$ cat src/rtl/drc_pkg.sv
package drc_pkg;

   typedef enum logic [1:0] {
      PH_IDLE     = 2'd0,
      PH_ACCESS   = 2'd1,
      PH_RECHARGE = 2'd2
   } phase_e;

   function automatic int unsigned width_of(input int unsigned count);
      return (count <= 2) ? 1 : $clog2(count);
   endfunction

endpackage

$ cat src/rtl/drc_refresh_pacer.sv
module drc_refresh_pacer #(
   parameter int unsigned INTERVAL = 1562,
   parameter int unsigned ROW_BITS = 8,
   parameter int unsigned PEND_W   = 3
) (
   input  logic                clk,
   input  logic                rst_n,
   input  logic                take,
   input  logic                advance,
   output logic [PEND_W-1:0]   pending,
   output logic [ROW_BITS-1:0] row,
   output logic                want
);
   localparam int unsigned TICK_W = drc_pkg::width_of(INTERVAL);
   localparam logic [PEND_W-1:0] PEND_MAX = '1;

   if (INTERVAL < 2) begin : g_bad_interval
      $error("refresh interval must be at least two clocks");
   end
   if (PEND_W < 1) begin : g_bad_pend
      $error("backlog width must be at least one bit");
   end

   logic [TICK_W-1:0] tick_cnt;
   logic              tick;

   assign tick = (tick_cnt == TICK_W'(INTERVAL - 1));
   assign want = (pending != '0);

   always_ff @(posedge clk) begin
      if (!rst_n) begin
         tick_cnt <= '0;
         pending  <= '0;
         row      <= '0;
      end else begin
         tick_cnt <= tick ? '0 : tick_cnt + 1'b1;
         if (tick && !take && (pending != PEND_MAX))
            pending <= pending + 1'b1;
         else if (take && !tick)
            pending <= pending - 1'b1;
         if (advance)
            row <= row + 1'b1;
      end
   end

   // backlog moves by at most one step per clock
   a_r10_backlog_step: assert property (@(posedge clk) disable iff (!rst_n)
      (pending != $past(pending)) |->
         ((pending == $past(pending) + PEND_W'(1)) || (pending == $past(pending) - PEND_W'(1))));

   // row pointer only ever steps forward by one
   a_r3_row_step: assert property (@(posedge clk) disable iff (!rst_n)
      (row != $past(row)) |-> (row == $past(row) + ROW_BITS'(1)));

endmodule

$ cat src/rtl/drc_phase_seq.sv
module drc_phase_seq #(
   parameter int unsigned ACCESS_CYC   = 6,
   parameter int unsigned RECHARGE_CYC = 4
) (
   input  logic            clk,
   input  logic            rst_n,
   input  logic            start,
   output drc_pkg::phase_e phase,
   output logic            first_acc,
   output logic            last_acc
);
   import drc_pkg::*;

   localparam int unsigned LONGEST = (ACCESS_CYC > RECHARGE_CYC) ? ACCESS_CYC : RECHARGE_CYC;
   localparam int unsigned CNT_W   = width_of(LONGEST);

   logic [CNT_W-1:0] cnt;
   logic             last_rch;

   assign first_acc = (phase == PH_ACCESS) && (cnt == '0);
   assign last_acc  = (phase == PH_ACCESS) && (cnt == CNT_W'(ACCESS_CYC - 1));
   assign last_rch  = (phase == PH_RECHARGE) && (cnt == CNT_W'(RECHARGE_CYC - 1));

   always_ff @(posedge clk) begin
      if (!rst_n) begin
         phase <= PH_IDLE;
         cnt   <= '0;
      end else begin
         unique case (phase)
            PH_IDLE: begin
               cnt <= '0;
               if (start) phase <= PH_ACCESS;
            end
            PH_ACCESS: begin
               if (last_acc) begin
                  phase <= PH_RECHARGE;
                  cnt   <= '0;
               end else begin
                  cnt <= cnt + 1'b1;
               end
            end
            PH_RECHARGE: begin
               if (last_rch) begin
                  phase <= PH_IDLE;
                  cnt   <= '0;
               end else begin
                  cnt <= cnt + 1'b1;
               end
            end
            default: begin
               phase <= PH_IDLE;
               cnt   <= '0;
            end
         endcase
      end
   end

   // a start request is only honoured from idle
   a_r5_start_from_idle: assert property (@(posedge clk) disable iff (!rst_n)
      (phase == PH_ACCESS && $past(phase) != PH_ACCESS) |-> ($past(phase) == PH_IDLE && $past(start)));

endmodule

$ cat src/rtl/dram_cycle_ctrl.sv
module dram_cycle_ctrl #(
   parameter int unsigned ROW_BITS         = 8,
   parameter int unsigned COL_BITS         = 8,
   parameter int unsigned DATA_W           = 4,
   parameter int unsigned REFRESH_INTERVAL = 1562,
   parameter int unsigned ACCESS_CYC       = 6,
   parameter int unsigned RECHARGE_CYC     = 4,
   parameter int unsigned PEND_W           = 3,
   localparam int unsigned ADDR_W  = (ROW_BITS > COL_BITS) ? ROW_BITS : COL_BITS,
   localparam int unsigned HADDR_W = ROW_BITS + COL_BITS
) (
   input  logic               clk,
   input  logic               rst_n,
   input  logic               host_req,
   input  logic               host_we,
   input  logic [HADDR_W-1:0] host_addr,
   input  logic [DATA_W-1:0]  host_wdata,
   output logic               host_ack,
   output logic [DATA_W-1:0]  host_rdata,
   output logic [ADDR_W-1:0]  dram_addr,
   output logic               dram_ras_n,
   output logic               dram_cas_n,
   output logic               dram_we_n,
   output logic               dram_oe_n,
   output logic [DATA_W-1:0]  dram_wdata,
   input  logic [DATA_W-1:0]  dram_rdata,
   output logic [PEND_W-1:0]  refresh_backlog
);
   import drc_pkg::*;

   localparam int unsigned LO_W = width_of(ACCESS_CYC + 2);
   localparam int unsigned HI_W = width_of(RECHARGE_CYC + 2);

   if (ACCESS_CYC < 2) begin : g_bad_access
      $error("access phase needs a row cycle and at least one column cycle");
   end
   if (RECHARGE_CYC < 1) begin : g_bad_recharge
      $error("recharge phase must be at least one clock");
   end

   phase_e              phase;
   logic                first_acc, last_acc;
   logic                want, pick_ref, pick_host, start, advance;
   logic [ROW_BITS-1:0] ref_row;
   logic                op_ref, op_we;
   logic [ROW_BITS-1:0] op_row;
   logic [COL_BITS-1:0] op_col;
   logic [ADDR_W-1:0]   row_word, col_word;
   logic                in_acc, col_phase;

   // arbitration: refresh backlog wins every idle decision
   assign pick_ref  = (phase == PH_IDLE) && want;
   assign pick_host = (phase == PH_IDLE) && !want && host_req;
   assign start     = pick_ref || pick_host;
   assign advance   = last_acc && op_ref;

   drc_refresh_pacer #(
      .INTERVAL (REFRESH_INTERVAL),
      .ROW_BITS (ROW_BITS),
      .PEND_W   (PEND_W)
   ) u_pacer (
      .clk     (clk),
      .rst_n   (rst_n),
      .take    (pick_ref),
      .advance (advance),
      .pending (refresh_backlog),
      .row     (ref_row),
      .want    (want)
   );

   drc_phase_seq #(
      .ACCESS_CYC   (ACCESS_CYC),
      .RECHARGE_CYC (RECHARGE_CYC)
   ) u_seq (
      .clk       (clk),
      .rst_n     (rst_n),
      .start     (start),
      .phase     (phase),
      .first_acc (first_acc),
      .last_acc  (last_acc)
   );

   always_ff @(posedge clk) begin
      if (!rst_n) begin
         op_ref     <= 1'b0;
         op_we      <= 1'b0;
         op_row     <= '0;
         op_col     <= '0;
         dram_wdata <= '0;
         host_ack   <= 1'b0;
         host_rdata <= '0;
      end else begin
         if (pick_ref) begin
            op_ref <= 1'b1;
            op_we  <= 1'b0;
            op_row <= ref_row;
         end else if (pick_host) begin
            op_ref     <= 1'b0;
            op_we      <= host_we;
            op_row     <= host_addr[HADDR_W-1:COL_BITS];
            op_col     <= host_addr[COL_BITS-1:0];
            dram_wdata <= host_wdata;
         end
         host_ack <= last_acc && !op_ref;
         if (last_acc && !op_ref)
            host_rdata <= dram_rdata;
      end
   end

   // address multiplexer: pad the narrower field to the bus width
   if (ROW_BITS == ADDR_W) begin : g_row_full
      assign row_word = op_row;
   end else begin : g_row_pad
      assign row_word = {{(ADDR_W - ROW_BITS){1'b0}}, op_row};
   end
   if (COL_BITS == ADDR_W) begin : g_col_full
      assign col_word = op_col;
   end else begin : g_col_pad
      assign col_word = {{(ADDR_W - COL_BITS){1'b0}}, op_col};
   end

   assign in_acc     = (phase == PH_ACCESS);
   assign col_phase  = in_acc && !first_acc && !op_ref;
   assign dram_ras_n = !in_acc;
   assign dram_cas_n = !col_phase;
   assign dram_we_n  = !(col_phase && op_we);
   assign dram_oe_n  = !(col_phase && !op_we);
   assign dram_addr  = col_phase ? col_word : row_word;

   // independent strobe-width counters for the timing checks
   logic [LO_W-1:0] lo_cnt;
   logic [HI_W-1:0] hi_cnt;
   always_ff @(posedge clk) begin
      if (!rst_n) begin
         lo_cnt <= '0;
         hi_cnt <= HI_W'(RECHARGE_CYC);
      end else begin
         lo_cnt <= dram_ras_n ? '0 : lo_cnt + 1'b1;
         if (!dram_ras_n)
            hi_cnt <= '0;
         else if (hi_cnt != HI_W'(RECHARGE_CYC))
            hi_cnt <= hi_cnt + 1'b1;
      end
   end

   // row strobe low for exactly the access phase
   a_r5_access_len: assert property (@(posedge clk) disable iff (!rst_n)
      $rose(dram_ras_n) |-> (lo_cnt == LO_W'(ACCESS_CYC)));

   // recharge respected before the next row strobe
   a_r5_recharge_len: assert property (@(posedge clk) disable iff (!rst_n)
      $fell(dram_ras_n) |-> (hi_cnt == HI_W'(RECHARGE_CYC)));

   // column strobe only inside a row strobe period
   a_r6_cas_in_ras: assert property (@(posedge clk) disable iff (!rst_n)
      !dram_cas_n |-> !dram_ras_n);

   // write and output enables are exclusive and need the column strobe
   a_r7_we_oe_excl: assert property (@(posedge clk) disable iff (!rst_n)
      (!dram_we_n || !dram_oe_n) |-> (!dram_cas_n && (dram_we_n != dram_oe_n)));

   // acknowledge is a single-clock pulse
   a_r11_ack_pulse: assert property (@(posedge clk) disable iff (!rst_n)
      host_ack |=> !host_ack);

   // acknowledge lands at the start of the recharge phase
   a_r11_ack_at_recharge: assert property (@(posedge clk) disable iff (!rst_n)
      host_ack |-> (phase == PH_RECHARGE && $past(!dram_cas_n)));

endmodule

$ cat config.mk
export PLATFORM = sky130hd
export DESIGN_NAME = dram_cycle_ctrl
export DESIGN_NICKNAME = d
export VERILOG_FILES = /design/src/rtl/drc_pkg.sv /design/src/rtl/drc_refresh_pacer.sv /design/src/rtl/drc_phase_seq.sv /design/src/rtl/dram_cycle_ctrl.sv
export SDC_FILE = /design/constraint.sdc
export NUM_CORES = 1
export LEC_CHECK = 0
export BUFFER_PORTS_ARGS = -buffer_cell sky130_fd_sc_hd__buf_2
export CORE_UTILIZATION = 48
export CTS_CLUSTER_SIZE = 20
export DETAILED_ROUTE_END_ITERATION = 7
export GPL_ROUTABILITY_DRIVEN = 0
export GPL_TIMING_DRIVEN = 0
export PLACE_DENSITY = 0.78
export SKIP_CTS_REPAIR_TIMING = 1
export SLEW_MARGIN = 20
export SYNTH_ARGS = -nofsm -noshare
export SYNTH_HDL_FRONTEND = slang
export SYNTH_SLANG_ARGS = --single-unit
$ cat constraint.sdc
create_clock -name clk -period 2.15 [get_ports clk]
set_input_delay 0.1075 -clock clk [delete_from_list [all_inputs] [get_ports clk]]
set_output_delay 0.1075 -clock clk [all_outputs]
set_load 0.1 [all_outputs]
; Word level (Yosys, flattened, before mapping)
; Index checks and enable logic that the tools add are counted.
[word_totals]
ff_bits = 54
latch_bits = 0
mem_bits_rw = 0
mem_bits_ro = 0
in_bits = 28
memories = 0
[op_classes]
n_addsub = 5
n_mul = 0
n_div = 0
n_lt_le_gt_ge = 0
n_eq_ne = 9
shift = 0
muxes = 14
bitwise_logic = 2
reduce_logical = 35
[op_table]
columns = op, n
row1 = 8-bit two-way mux, 3
row2 = 1-bit logical AND, 15
row3 = 3-bit two-way mux, 4
row4 = "11-bit by 1-bit adder with 11-bit output, second input constant", 1
row5 = "11-bit equality test, second input constant", 1
row6 = 1-bit logical NOT, 10
row7 = "8-bit by 1-bit adder with 8-bit output, second input constant", 1
row8 = "3-bit by 1-bit adder with 3-bit output, second input constant", 2
row9 = 2-bit two-way mux, 3
row10 = 2-bit case mux with 3 select lines, 1
row11 = 3-bit case mux with 2 select lines, 1
row12 = "2-bit inequality test, second input constant", 2
row13 = 2-bit nonzero test, 2
row14 = 2-bit OR reduction, 2
row15 = "3-bit by 2-bit equality test with 1-bit output, second input constant", 1
row16 = "3-bit equality test, second input constant", 1
row17 = 3-bit logical NOT, 1
row18 = "3-bit inequality test, second input constant", 1
row19 = 3-bit AND reduction, 1
row20 = 3-bit nonzero test, 1
row21 = "3-bit by 1-bit subtractor with 3-bit output, second input constant", 1
row22 = "2-bit by 1-bit equality test with 1-bit output, second input constant", 1
row23 = "2-bit equality test, second input constant", 1
row24 = 2-bit logical NOT, 1
row25 = 5 further kinds, 7

; Logic depth before layout (Yosys ltp)
; Gate-level depths: netlist (run 1).
[depth]
depth_word = 7
mapped_depth = 10
mapped_depth_nobuf = 10

; By module
; Synthesis (run 1) repeated with hierarchy kept, for this count alone.
[hier_totals]
cells_unflattened = 273
hier_area_um2 = 2585.0
[by_module_without_submodules]
columns = module, n_inst, cells_per_inst, area_per_inst_um2, seq_area_each_um2
row1 = dram_cycle_ctrl, 1, 133, 1251.2, 540.5
row2 = drc_refresh_pacer, 1, 107, 1019.7, 440.4
row3 = drc_phase_seq, 1, 33, 314.1, 100.1

; Worst setup path before layout (run 1)
; OpenSTA, ideal clock, no wires.
[synth_timing]
kind = flip-flop to output port
from = reg u_seq.phase[1]
to = out dram_we_n
arrival_time_ns = 2.701
path_slack_ns = -0.658
stages_incl_launch_ff = 8
cell_sequence = dfxtp_1 inv_1 ha_1 nor2b_1 o21ai_0 clkbuf_1 inv_1 nand2_1
[synth_between]
elab_chain_cells = 7
[synth_rtl]
columns = element, line_no
row1 = start: declaration, drc_phase_seq.sv:8  ; output drc_pkg::phase_e phase,
row2 = start signal: assignment, drc_phase_seq.sv:26  ; phase <= PH_IDLE;
row3 = start signal: assignment, drc_phase_seq.sv:32  ; if (start) phase <= PH_ACCESS;
row4 = start signal: assignment, drc_phase_seq.sv:36  ; phase <= PH_RECHARGE;
row5 = 2-bit by 1-bit equality test with 1-bit output *, "drc_phase_seq.sv:20, dram_cycle_ctrl.sv:122"
row6 = 1-bit logical AND, drc_phase_seq.sv:20  ; assign first_acc = (phase == PH_ACCESS) && (cnt == '0);
row7 = 1-bit logical NOT, dram_cycle_ctrl.sv:123  ; assign col_phase = in_acc && !first_acc && !op_ref;
row8 = 1-bit logical AND * (2 in series), dram_cycle_ctrl.sv:123
row9 = 1-bit logical AND *, dram_cycle_ctrl.sv:126  ; assign dram_we_n = !(col_phase && op_we);
row10 = 1-bit logical NOT *, dram_cycle_ctrl.sv:126
row11 = end: declaration, dram_cycle_ctrl.sv:23  ; output logic dram_we_n,
; Mark *: on every way between the ends. The rest lies on a longest branch, timed or not.

; Worst setup path after layout (run 1)
[layout_timing]
from = reg u_pacer.tick_cnt[2]
to = reg u_pacer.pending[2]
[layout_between]
elab_chain_cells = 4
[layout_rtl]
columns = element, line_no
row1 = start: declaration, drc_refresh_pacer.sv:24  ; logic [TICK_W-1:0] tick_cnt;
row2 = start signal: assignment, drc_refresh_pacer.sv:36  ; tick_cnt <= tick ? '0 : tick_cnt + 1'b1;
row3 = 11-bit equality test *, drc_refresh_pacer.sv:27  ; assign tick = (tick_cnt == TICK_W'(INTERVAL - 1));
row4 = 1-bit logical AND / 1-bit logical NOT (equally long branches), "drc_refresh_pacer.sv:37, drc_refresh_pacer.sv:39"
row5 = 1-bit logical AND (on tied branches), "drc_refresh_pacer.sv:37, drc_refresh_pacer.sv:39"
row6 = 3-bit two-way mux / 2-bit nonzero test (equally long branches), n/a
row7 = end signal: assignment, drc_refresh_pacer.sv:38  ; pending <= pending + 1'b1;
row8 = end signal: assignment, drc_refresh_pacer.sv:40  ; pending <= pending - 1'b1;
row9 = end: declaration, drc_refresh_pacer.sv:10  ; output logic [PEND_W-1:0] pending,
; Marked as above.
; A chain may end at the register's enable or synchronous reset.

==> results of run 1 <==
## final cells by class
type,count,area share [%]
tap,67,2.81
multi-input combinational,197,42.4
clock inverter,2,1.30
buffer,11,1.72
inverter,14,1.76
sequential,54,36.6
timing repair buffer,54,11.1
clock buffer,5,2.31
## power groups by stage
stage                     clock [mW]  sequential [mW]  combinational, mW
after floorplan                    0             1.52              0.932
after global placement             0             1.27               1.42
after detailed placement           0             1.28               1.46
after CTS                      0.692             1.25               1.47
after global routing           0.736             1.28               1.64
final                          0.671             1.26               1.54
## registers in the layout, indices dropped and copies added, names as in the netlist
register	flops
u_pacer.pending	3
op_we	1
u_seq.cnt	3
col_word	8
op_row	8
u_pacer.tick_cnt	11
op_ref	1
host_rdata	4
dram_wdata	4
host_ack	1
u_seq.phase	2
u_pacer.row	8
## critical path, stage by stage, from the launching register on
cell and delay [ns]:
dfxtp_4 0.36, or4b_4 0.55, nor4_4 0.28, nand2_1 0.12
fa_2 0.34, inv_2 0.06, a211oi_1 0.04, mux2i_1 0.20
mux2i_1 0.19
## kinds of logic after synthesis
logic type / after synthesis
and+or+nand+nor: 108
DFF: 54
AOI/OAI and AO/OA: 44
buffers and inverters: 25
muxes: 20
xor gates and xnor gates: 14
adders and majority gates: 11
## routing by layer
| layer | vias up | wire length (um) |
|---|---|---|
| li1 | 1048 | - |
| met3 | 13 | 272 |
| met2 | 50 | 2560 |
| met1 | 920 | 2160 |
| met4 | 0 | 104 |
| met5 | - | 0 |
## cells in the mapped netlist, drive strengths merged (2+ instances only)
cell type   n
a21oi      25
a22oi       8
and2        3
buf         2
clkbuf      9
dfxtp      54
ha         10
inv        13
mux2        8
mux2i      12
nand2      46
nand2b      3
nand3       8
nand4       3
nor2       29
nor2b       2
nor3        4
nor4        3
o21ai       4
or2         2
or3         2
xnor2       8
xor2        6
## worst max path at each step
| stage | from | to | slack, ns |
|---|---|---|---|
| floorplan | u_seq.phase[1] | dram_addr[0] | 0.003 |
| global placement | u_pacer.tick_cnt[2] | u_pacer.pending[2] | -0.06 |
| detailed placement | u_pacer.tick_cnt[2] | u_pacer.pending[2] | -0.10 |
| CTS | u_seq.phase[1] | dram_addr[2] | -0.29 |
| global route | u_pacer.tick_cnt[2] | u_pacer.pending[2] | -0.20 |
| finish | u_pacer.tick_cnt[2] | u_pacer.pending[2] | -0.06 |
## metrics by stage
stage | instances | worst slack [ns] | utilization [%]
2_1_floorplan | 276 | 0.00258 | -
3_3_place_gp | 393 | -0.0573 | 57.6
3_5_place_dp | 393 | -0.102 | 57.8
4_1_cts | 400 | -0.290 | 60.0
5_1_grt | 404 | -0.197 | 62.3
6_report | 404 | -0.0576 | 62.3
==> results.toml, run 1 <==
[yosys]
async_flop_share_pct = 0
synth_fp_nets = 315
synth_edf_count = 0
netlist_instances = 276
synth_ff_type = "dfxtp_1"
synth_compound_area_share_pct = 10.9
yosysUniqueCellTypes = 36
synth_top_area_share_pct = 44.7
synthSimpleGateAreaFrac_pct = 20.6
ys_seq_area_share_pct = 44.7
yosys.area_share.adder_pct = 6.01
synthTopCellsByArea = "dfxtp_1, nand2_1, a21oi_1"
yosys.area.top_type = "dfxtp_1"
synth_top_family_by_area = "simple AND/OR/NAND/NOR gates"
synth-seq-cells = 54
muxShareOfSynthArea_pct = 8.70
avgSynthCellArea_um2 = 8.75
synthXorXnorAreaFrac_pct = 5.08
netlist_area_um2 = 2420
yosys_warnings = 0

[clock_network]
h-tree-depth = 2
cts_buffer_depth = 2
clk_root_buffer_cell = "clkbuf_8"
insertion_delay_ns = 0.31
cts_tree = "yes"
clkTransAtPathRegs_ns = 0.09
cts_sinks = 54
cts_buffers = 5

[critical_path]
r2r-end = "u_pacer.pending[2]"
r2r_setup_slack_ns = -0.06
critical_path_arrival_ns = 2.45
endpoint_kind = "flip-flop"
critical_path.startpoint_type = "flip-flop"
cp_max_fo = 3
crit_required_ns = 2.39
reg2reg_depth = 8
r2r_start = "u_pacer.tick_cnt[2]"
critPathKind = "reg2reg"

[timing]
rsz0062_at_grt = "true"
finalSetupTns_ns = -0.0576
fin_crit_sh_pct = 103
worst_hold_slack_ns = 0.0187
finalClockSkew_ns = 0.00662
tightest_slew_ns = 0.865
timing.final.ws_setup_ns = -0.0576
fmax_mhz = 453
finalSetupViolCount = 1
hold_viol_final = 0
period_minus_slack_ns = 2.21
slew_violations = 0
slew-limit-headroom_pct = 41.7

[detailed_routing]
routedWlPerCell_um = 12.6
viasPerCell = 5.03
finalWirelength_mm = 5.09
drc = 0
drt-initial-drc-count = 83
dr_total_vias = 2031
ant_nets = 0
drt_first_pass_iters = 4

[power_and_ir_drop]
seqPwrFrac_pct = 36.3
max-vdd-ir-drop_mv = 0.678
p_clk_share_pct = 19.4
intPower_mw = 1.92
p_total_mw = 3.46
p_leak_nw = 1.25
power_density_nw_per_um2 = 1160
swShare_pct = 44.6
p_switching_mw = 1.54
pwr-share-comb_pct = 44.4

[cells_and_area]
fin_nets = 376
final_area_um2 = 2980
regArea_um2 = 1090
drive_above_1_share_pct = 25.8
diodes = 0
final_cell_mix = "dfxtp_1, nand2_1, buf_2"
multi_input_area_um2 = 1260
syn2layout_area_growth_pct = 23.4
final_common_cell = "dfxtp_1"
fill_cells = 432

[die]
coreArea_um2 = 4790
die_h_um = 72.9
start_util_pct = 50.5
die_w_um = 72.9
ioPinCount = 52
dieArea_um2 = 5320
row_count = 25

[global_route]
antenna_found_initial = 0
met1_usage_pct = 24.8
grt_pass1_vias = 1882
grt_max_degree = 17
grt_pass1_wl_mm = 8.34
use_met2_pct = 35.7
top_usage_layer = "met2"
grt_usage_pct = 20.7
grt-ovfl-total = 0
use_met3_pct = 5.66

[run_status]
violations = "negative setup slack"
status = "complete, but fails checks"

[min_path]
hp-start = "dram_rdata[0]"
hold_path_depth = 3
hp-class = "in2reg"
min_delay_worst_endpoint = "host_rdata[0]"

[place]
placed_area_um2 = 2760
numPortBuffers = 50
post-dp-hpwl_mm = 3.58

[flow_run]
maxCapViolCount = 0
Note: power is estimated with default switching activity, not from simulation.
==> run 2, diff against run 1 <==
--- a/config.mk
+++ b/config.mk
@@ -6,14 +6,16 @@
 export NUM_CORES = 1
 export LEC_CHECK = 0
 export BUFFER_PORTS_ARGS = -buffer_cell sky130_fd_sc_hd__buf_2
-export CORE_UTILIZATION = 48
+export CORE_UTILIZATION = 40
 export CTS_CLUSTER_SIZE = 20
 export DETAILED_ROUTE_END_ITERATION = 7
 export GPL_ROUTABILITY_DRIVEN = 0
 export GPL_TIMING_DRIVEN = 0
-export PLACE_DENSITY = 0.78
+export HOLD_SLACK_MARGIN = 0.1
+export PLACE_DENSITY = 0.67
 export SKIP_CTS_REPAIR_TIMING = 1
 export SLEW_MARGIN = 20
 export SYNTH_ARGS = -nofsm -noshare
 export SYNTH_HDL_FRONTEND = slang
+export SYNTH_HIERARCHICAL = 1
 export SYNTH_SLANG_ARGS = --single-unit
==> run 2 against run 1 <==
Effect of this change:
- the run still ends with negative setup slack left
- count of clock-buffer cells in the layout grew 1
- sequential cell count is the same
- clock skew is essentially flat
- sequential power is essentially flat
- final cell count grew 5.9%
- via count grew 7.2%
- fmax shrank 8.0%
- worst hold slack gained 0.060 ns
- first-iteration DRC count shrank 16%
- die area grew 28%
- global-route usage shrank 5.2 points
- routed wire length grew 6.1%
==> results.toml, run 2 <==
[run_status]
status = "complete, but fails checks"
violations = "negative setup slack"

[clock_network]
clkTransAtPathRegs_ns = 0.09
cts_buffer_depth = 2
insertion_delay_ns = 0.31
cts_tree = "yes"
cts_buffers = 5
cts_sinks = 54
h-tree-depth = 2
clk_root_buffer_cell = "clkbuf_8"

[power_and_ir_drop]
power_density_nw_per_um2 = 1280
max-vdd-ir-drop_mv = 1.09
p_leak_nw = 1.47
p_total_mw = 4.29

[yosys]
yosys_warnings = 6
synth-seq-cells = 54
ys_seq_area_share_pct = 41.8
synth_ff_type = "dfxtp_1"
netlist_area_um2 = 2580
netlist_instances = 273
synth_common_cells = "dfxtp_1, nand3_1, nor2_1"
synth_top_area_share_pct = 41.8
synth_fp_nets = 312
synth_edf_count = 0
yosysUniqueCellTypes = 49
synthTopCellsByArea = "dfxtp_1, mux2i_1, ha_1"
async_flop_share_pct = 0
post-synth-top-count-cell = "dfxtp_1"
yosys.area.top_type = "dfxtp_1"
avgSynthCellArea_um2 = 9.47

[timing]
hold_viol_final = 0
slew_violations = 0
finalSetupTns_ns = -1.14
timing.final.ws_setup_ns = -0.250
fin_crit_sh_pct = 112
rsz0062_at_grt = "true"
slew-limit-headroom_pct = 66.3
finalClockSkew_ns = 0.00698
fmax_mhz = 417
finalSetupViolCount = 9
period_minus_slack_ns = 2.40
tightest_slew_ns = 0.508

[critical_path]
critPathKind = "reg2reg"
endpoint_kind = "flip-flop"
r2r_start = "u_pacer/pending[0]"
critical_path_arrival_ns = 2.65
crit_required_ns = 2.40
cp_max_fo = 4
critical_path.startpoint_type = "flip-flop"
critPathLaunch = "u_pacer/pending[0]"

[global_route]
grt-ovfl-total = 0
grt_pass1_vias = 1900
antenna_found_initial = 0
grt_max_degree = 18
grt_usage_pct = 15.6
grt_pass1_wl_mm = 8.08

[detailed_routing]
drc = 0
drt_first_pass_iters = 4
dr_total_vias = 2178
finalWirelength_mm = 5.41
drt-initial-drc-count = 70
viasPerCell = 5.09
routedWlPerCell_um = 12.6
ant_nets = 0

[die]
ioPinCount = 52
row_count = 28
coreArea_um2 = 6060
die_h_um = 82.4
dieArea_um2 = 6790
die_w_um = 82.4
start_util_pct = 42.7

[cells_and_area]
syn2layout_area_growth_pct = 29.4
final_cell_mix = "dfxtp_1, buf_2, nor2_1, nand3_1, nand2_1"
diodes = 0
largest_register_ffs = 11
fin_nets = 391
top_register = "u_pacer/tick_cnt"
final_common_cell = "dfxtp_1"
drive_above_1_share_pct = 30.0

[place]
numPortBuffers = 51
dpl_worst_slack_ns = -0.531
post-dp-hpwl_mm = 3.81

[min_path]
hp-class = "in2reg"
hp-start = "dram_rdata[1]"

[flow_run]
maxCapViolCount = 0
## run 2: cell types whose count changed in the layout (fill, tap and decap cells not counted), moves of 7 or more
cell           delta
nand2_1          -24
a21oi_1          -23
dlygate4sd3_1    +16
nand3_1          +14
buf_4            +13
o21ai_0          +11
a22oi_1           -8
o211a_1           +8
nor2_1            -7
## run 2: cells by family (layout without fill, tap and decap cells)
logic type	Yosys count	count (layout)	share of synthesized area, %
simple gates	104	104	21.7
flops	54	54	41.8
mux	23	23	9.34
compound gates	41	41	12.0
fa+ha+maj	11	11	5.61
buf+inv	26	106	4.74
xor+xnor	14	14	4.74
## run 2: path summary, 6_finish.rpt
kind	slack, ns	endpoint	depth (start not counted)
worst max-delay path	-0.25	u_pacer/pending[2]	9
worst min-delay path	0.08	host_rdata[1]	3
worst max register to register	-0.25	u_pacer/pending[2]	9
worst min register to register	0.46	op_we	2
## run 2: area by class of cell
type                       count  area, um2
buffer                        12       70.1
clock buffer                   6       93.8
clock inverter                 2       13.8
fill                         540       2720
inverter                      12       45.0
multi-input combinational    193       1440
sequential                    54       1090
tap                           75       93.8
timing repair buffer          74        495
## run 2: through the flow
| step | instance area [um2] | hold slack, ns | std cells | utilization [%] |
|---|---|---|---|---|
| 3_5_place_dp | 2980 | 0.331 | 399 | 49.2 |
| 4_1_cts | 3090 | -0.00216 | 407 | 50.9 |
| 5_1_grt | 3350 | 0.111 | 428 | 55.2 |
| 3_3_place_gp | 2980 | 0.321 | 399 | 49.2 |
| 2_1_floorplan | 2630 | 0.238 | 273 | - |
| 6_report | 3350 | 0.0786 | 428 | 55.2 |
## run 2: where the power goes
group          leakage [nW]  total (mW)  internal [mW]  switching (mW)
registers             0.442        1.29           1.17           0.116
clock network        0.0529       0.639          0.301           0.338
logic                 0.974        2.36          0.774            1.59
## run 2: worst max-delay path: stages (launching register included)
cell and delay, ns:
dfxtp_4 0.36, or3_4 0.40, and2_4 0.17, a31oi_4 0.16, inv_2 0.05, or4_4 0.42, fa_2 0.39, and2_4 0.15
o221ai_2 0.11, o21a_1 0.13
## run 2: per-layer routing
metal  up-vias  share of wire (%)  global-route usage (%)
li1       1116                  -                       -
met1      1012                 47                    19.0
met2        45                 48                    26.9
met3         5                4.5                    3.74
met4         0               0.89                    4.74
met5         -                  0                       0
==> run 3, diff against run 2 <==
--- a/config.mk
+++ b/config.mk
@@ -6,6 +6,7 @@
 export NUM_CORES = 1
 export LEC_CHECK = 0
 export BUFFER_PORTS_ARGS = -buffer_cell sky130_fd_sc_hd__buf_2
+export CORE_ASPECT_RATIO = 1.2
 export CORE_UTILIZATION = 40
 export CTS_CLUSTER_SIZE = 20
 export DETAILED_ROUTE_END_ITERATION = 7
==> run 3 against run 2 <==
Effect of this change:
- the run still ends with negative setup slack left
- sequential share of layout area decreased by 1.4 points
- clock power is 8.3% lower
- combinational power is 12% higher
- sequential cell count is the same
- core utilization is 2.2 points higher
- critical endpoint unchanged
- highest routed layer unchanged
==> results.toml, run 3 (synthesized netlist as in run 2, its figures left out) <==
[run_status]
status = "complete, but fails checks"
violations = "negative setup slack"

[global_route]
grt_pass1_vias = 1914
grt_max_degree = 19
grt_pass1_wl_mm = 8.21
grt-ovfl-total = 0
antenna_found_initial = 0
grt_usage_pct = 15.5

[critical_path]
critical_path_arrival_ns = 2.66
crit_required_ns = 2.41
r2r_setup_slack_ns = -0.25
critPathKind = "reg2reg"
critical_path.startpoint_type = "flip-flop"
endpoint_kind = "flip-flop"
cp_max_fo = 4

[die]
row_count = 31
ioPinCount = 52
die_h_um = 90.1
coreArea_um2 = 6130
die_w_um = 75.4
start_util_pct = 42.2
dieArea_um2 = 6790

[detailed_routing]
drt_first_pass_iters = 4
drt-initial-drc-count = 83
viasPerCell = 5.02
dr_total_vias = 2224
ant_nets = 0
drc = 0
routedWlPerCell_um = 13.3
finalWirelength_mm = 5.89

[power_and_ir_drop]
pwr-share-comb_pct = 58.4
p_switching_mw = 2.12
max-vdd-ir-drop_mv = 0.564
intPower_mw = 2.41
swShare_pct = 46.9
p_clk_share_pct = 12.9
seqPwrFrac_pct = 28.6
p_total_mw = 4.53
p_leak_nw = 1.53
power_density_nw_per_um2 = 1290

[cells_and_area]
final_cells = 443
top_register = "u_pacer/tick_cnt"
regArea_um2 = 1100
largest_register_ffs = 11
diodes = 0
fin_nets = 399
syn2layout_area_growth_pct = 36.1
drive_above_1_share_pct = 32.7
final_cell_mix = "dfxtp_1, buf_2, nor2_1, nand3_1, nand2_1"
final_common_cell = "dfxtp_1"
fill_cells = 518
final_area_um2 = 3520
multi_input_area_um2 = 1480

[place]
placed_area_um2 = 2990
numPortBuffers = 51
post-dp-hpwl_mm = 3.87
place_inst = 406

[timing]
finalSetupTns_ns = -0.352
slew_violations = 0
tightest_slew_ns = 0.501
fmax_mhz = 416
period_minus_slack_ns = 2.40
fin_crit_sh_pct = 112
hold_viol_final = 0
finalSetupViolCount = 2
finalClockSkew_ns = 0.00943
slew-limit-headroom_pct = 66.6
rsz0062_at_grt = "true"
timing.final.ws_setup_ns = -0.251

[min_path]
hp-class = "in2reg"

[clock_network]
cts_sinks = 54
insertion_delay_ns = 0.31
cts_buffer_depth = 2
cts_buffers = 5
h-tree-depth = 2
clk_root_buffer_cell = "clkbuf_8"
cts_tree = "yes"
clkTransAtPathRegs_ns = 0.10

[flow_run]
maxCapViolCount = 0
-- run 3: cell types whose count changed in the layout (fill, tap and decap cells not counted), sizes merged --
cell,before,now
buf,61,69
clkbuf,15,13
dlygate4sd3,16,17
clkinv,1,2
-- run 3: critical path, stage by stage, from the launching register on --
cell and delay (ns):
dfxtp_4 0.37, or3_4 0.39, and2_4 0.16, a31oi_4 0.16, inv_2 0.05, or4_4 0.42, fa_2 0.39, and2_4 0.16
o221ai_2 0.12, o21a_1 0.13
-- run 3: routing by layer --
| layer | GRT usage [%] | share of wire (%) |
|---|---|---|
| met4 | 5.56 | 1.1 |
| met3 | 4.48 | 4.6 |
| met1 | 16.6 | 42 |
| met5 | 0 | 0 |
| met2 | 27.8 | 52 |
-- run 3: cell type report --
cell class	count	area share (%)
Buffer	12	1.99
Clock buffer	5	1.96
Clock inverter	3	0.711
Inverter	12	1.28
Multi-Input combinational cell	193	42.0
Sequential cell	54	31.3
Tap cell	82	2.92
Timing Repair Buffer	82	17.9
-- run 3: per-stage QoR --
step / setup slack (ns) / utilization (%) / hold slack, ns
2_1_floorplan: -0.548 / - / 0.238
3_3_place_gp: -0.510 / 48.8 / 0.322
3_5_place_dp: -0.556 / 48.8 / 0.333
4_1_cts: -0.579 / 50.3 / -0.00177
5_1_grt: -0.344 / 57.4 / 0.114
6_report: -0.251 / 57.4 / 0.121
-- run 3: path summary, 6_finish.rpt --
check	from	endpoint	cells past startpoint
hold reg to reg	col_word[6]	col_word[6]	2
setup reg to reg	u_pacer/pending[0]	u_pacer/pending[2]	9
setup / recovery	u_pacer/pending[0]	u_pacer/pending[2]	9
hold / removal	rst_n	u_seq/phase[1]	2
-- run 3: power by group through the flow --
stage | logic (mW) | registers (mW) | clock network [mW]
2_1_floorplan | 1.59 | 1.56 | 0
3_3_place_gp | 2.12 | 1.32 | 0
3_5_place_dp | 2.14 | 1.33 | 0
4_1_cts | 2.15 | 1.30 | 0.613
5_1_grt | 2.78 | 1.32 | 0.660
6_report | 2.65 | 1.30 | 0.586
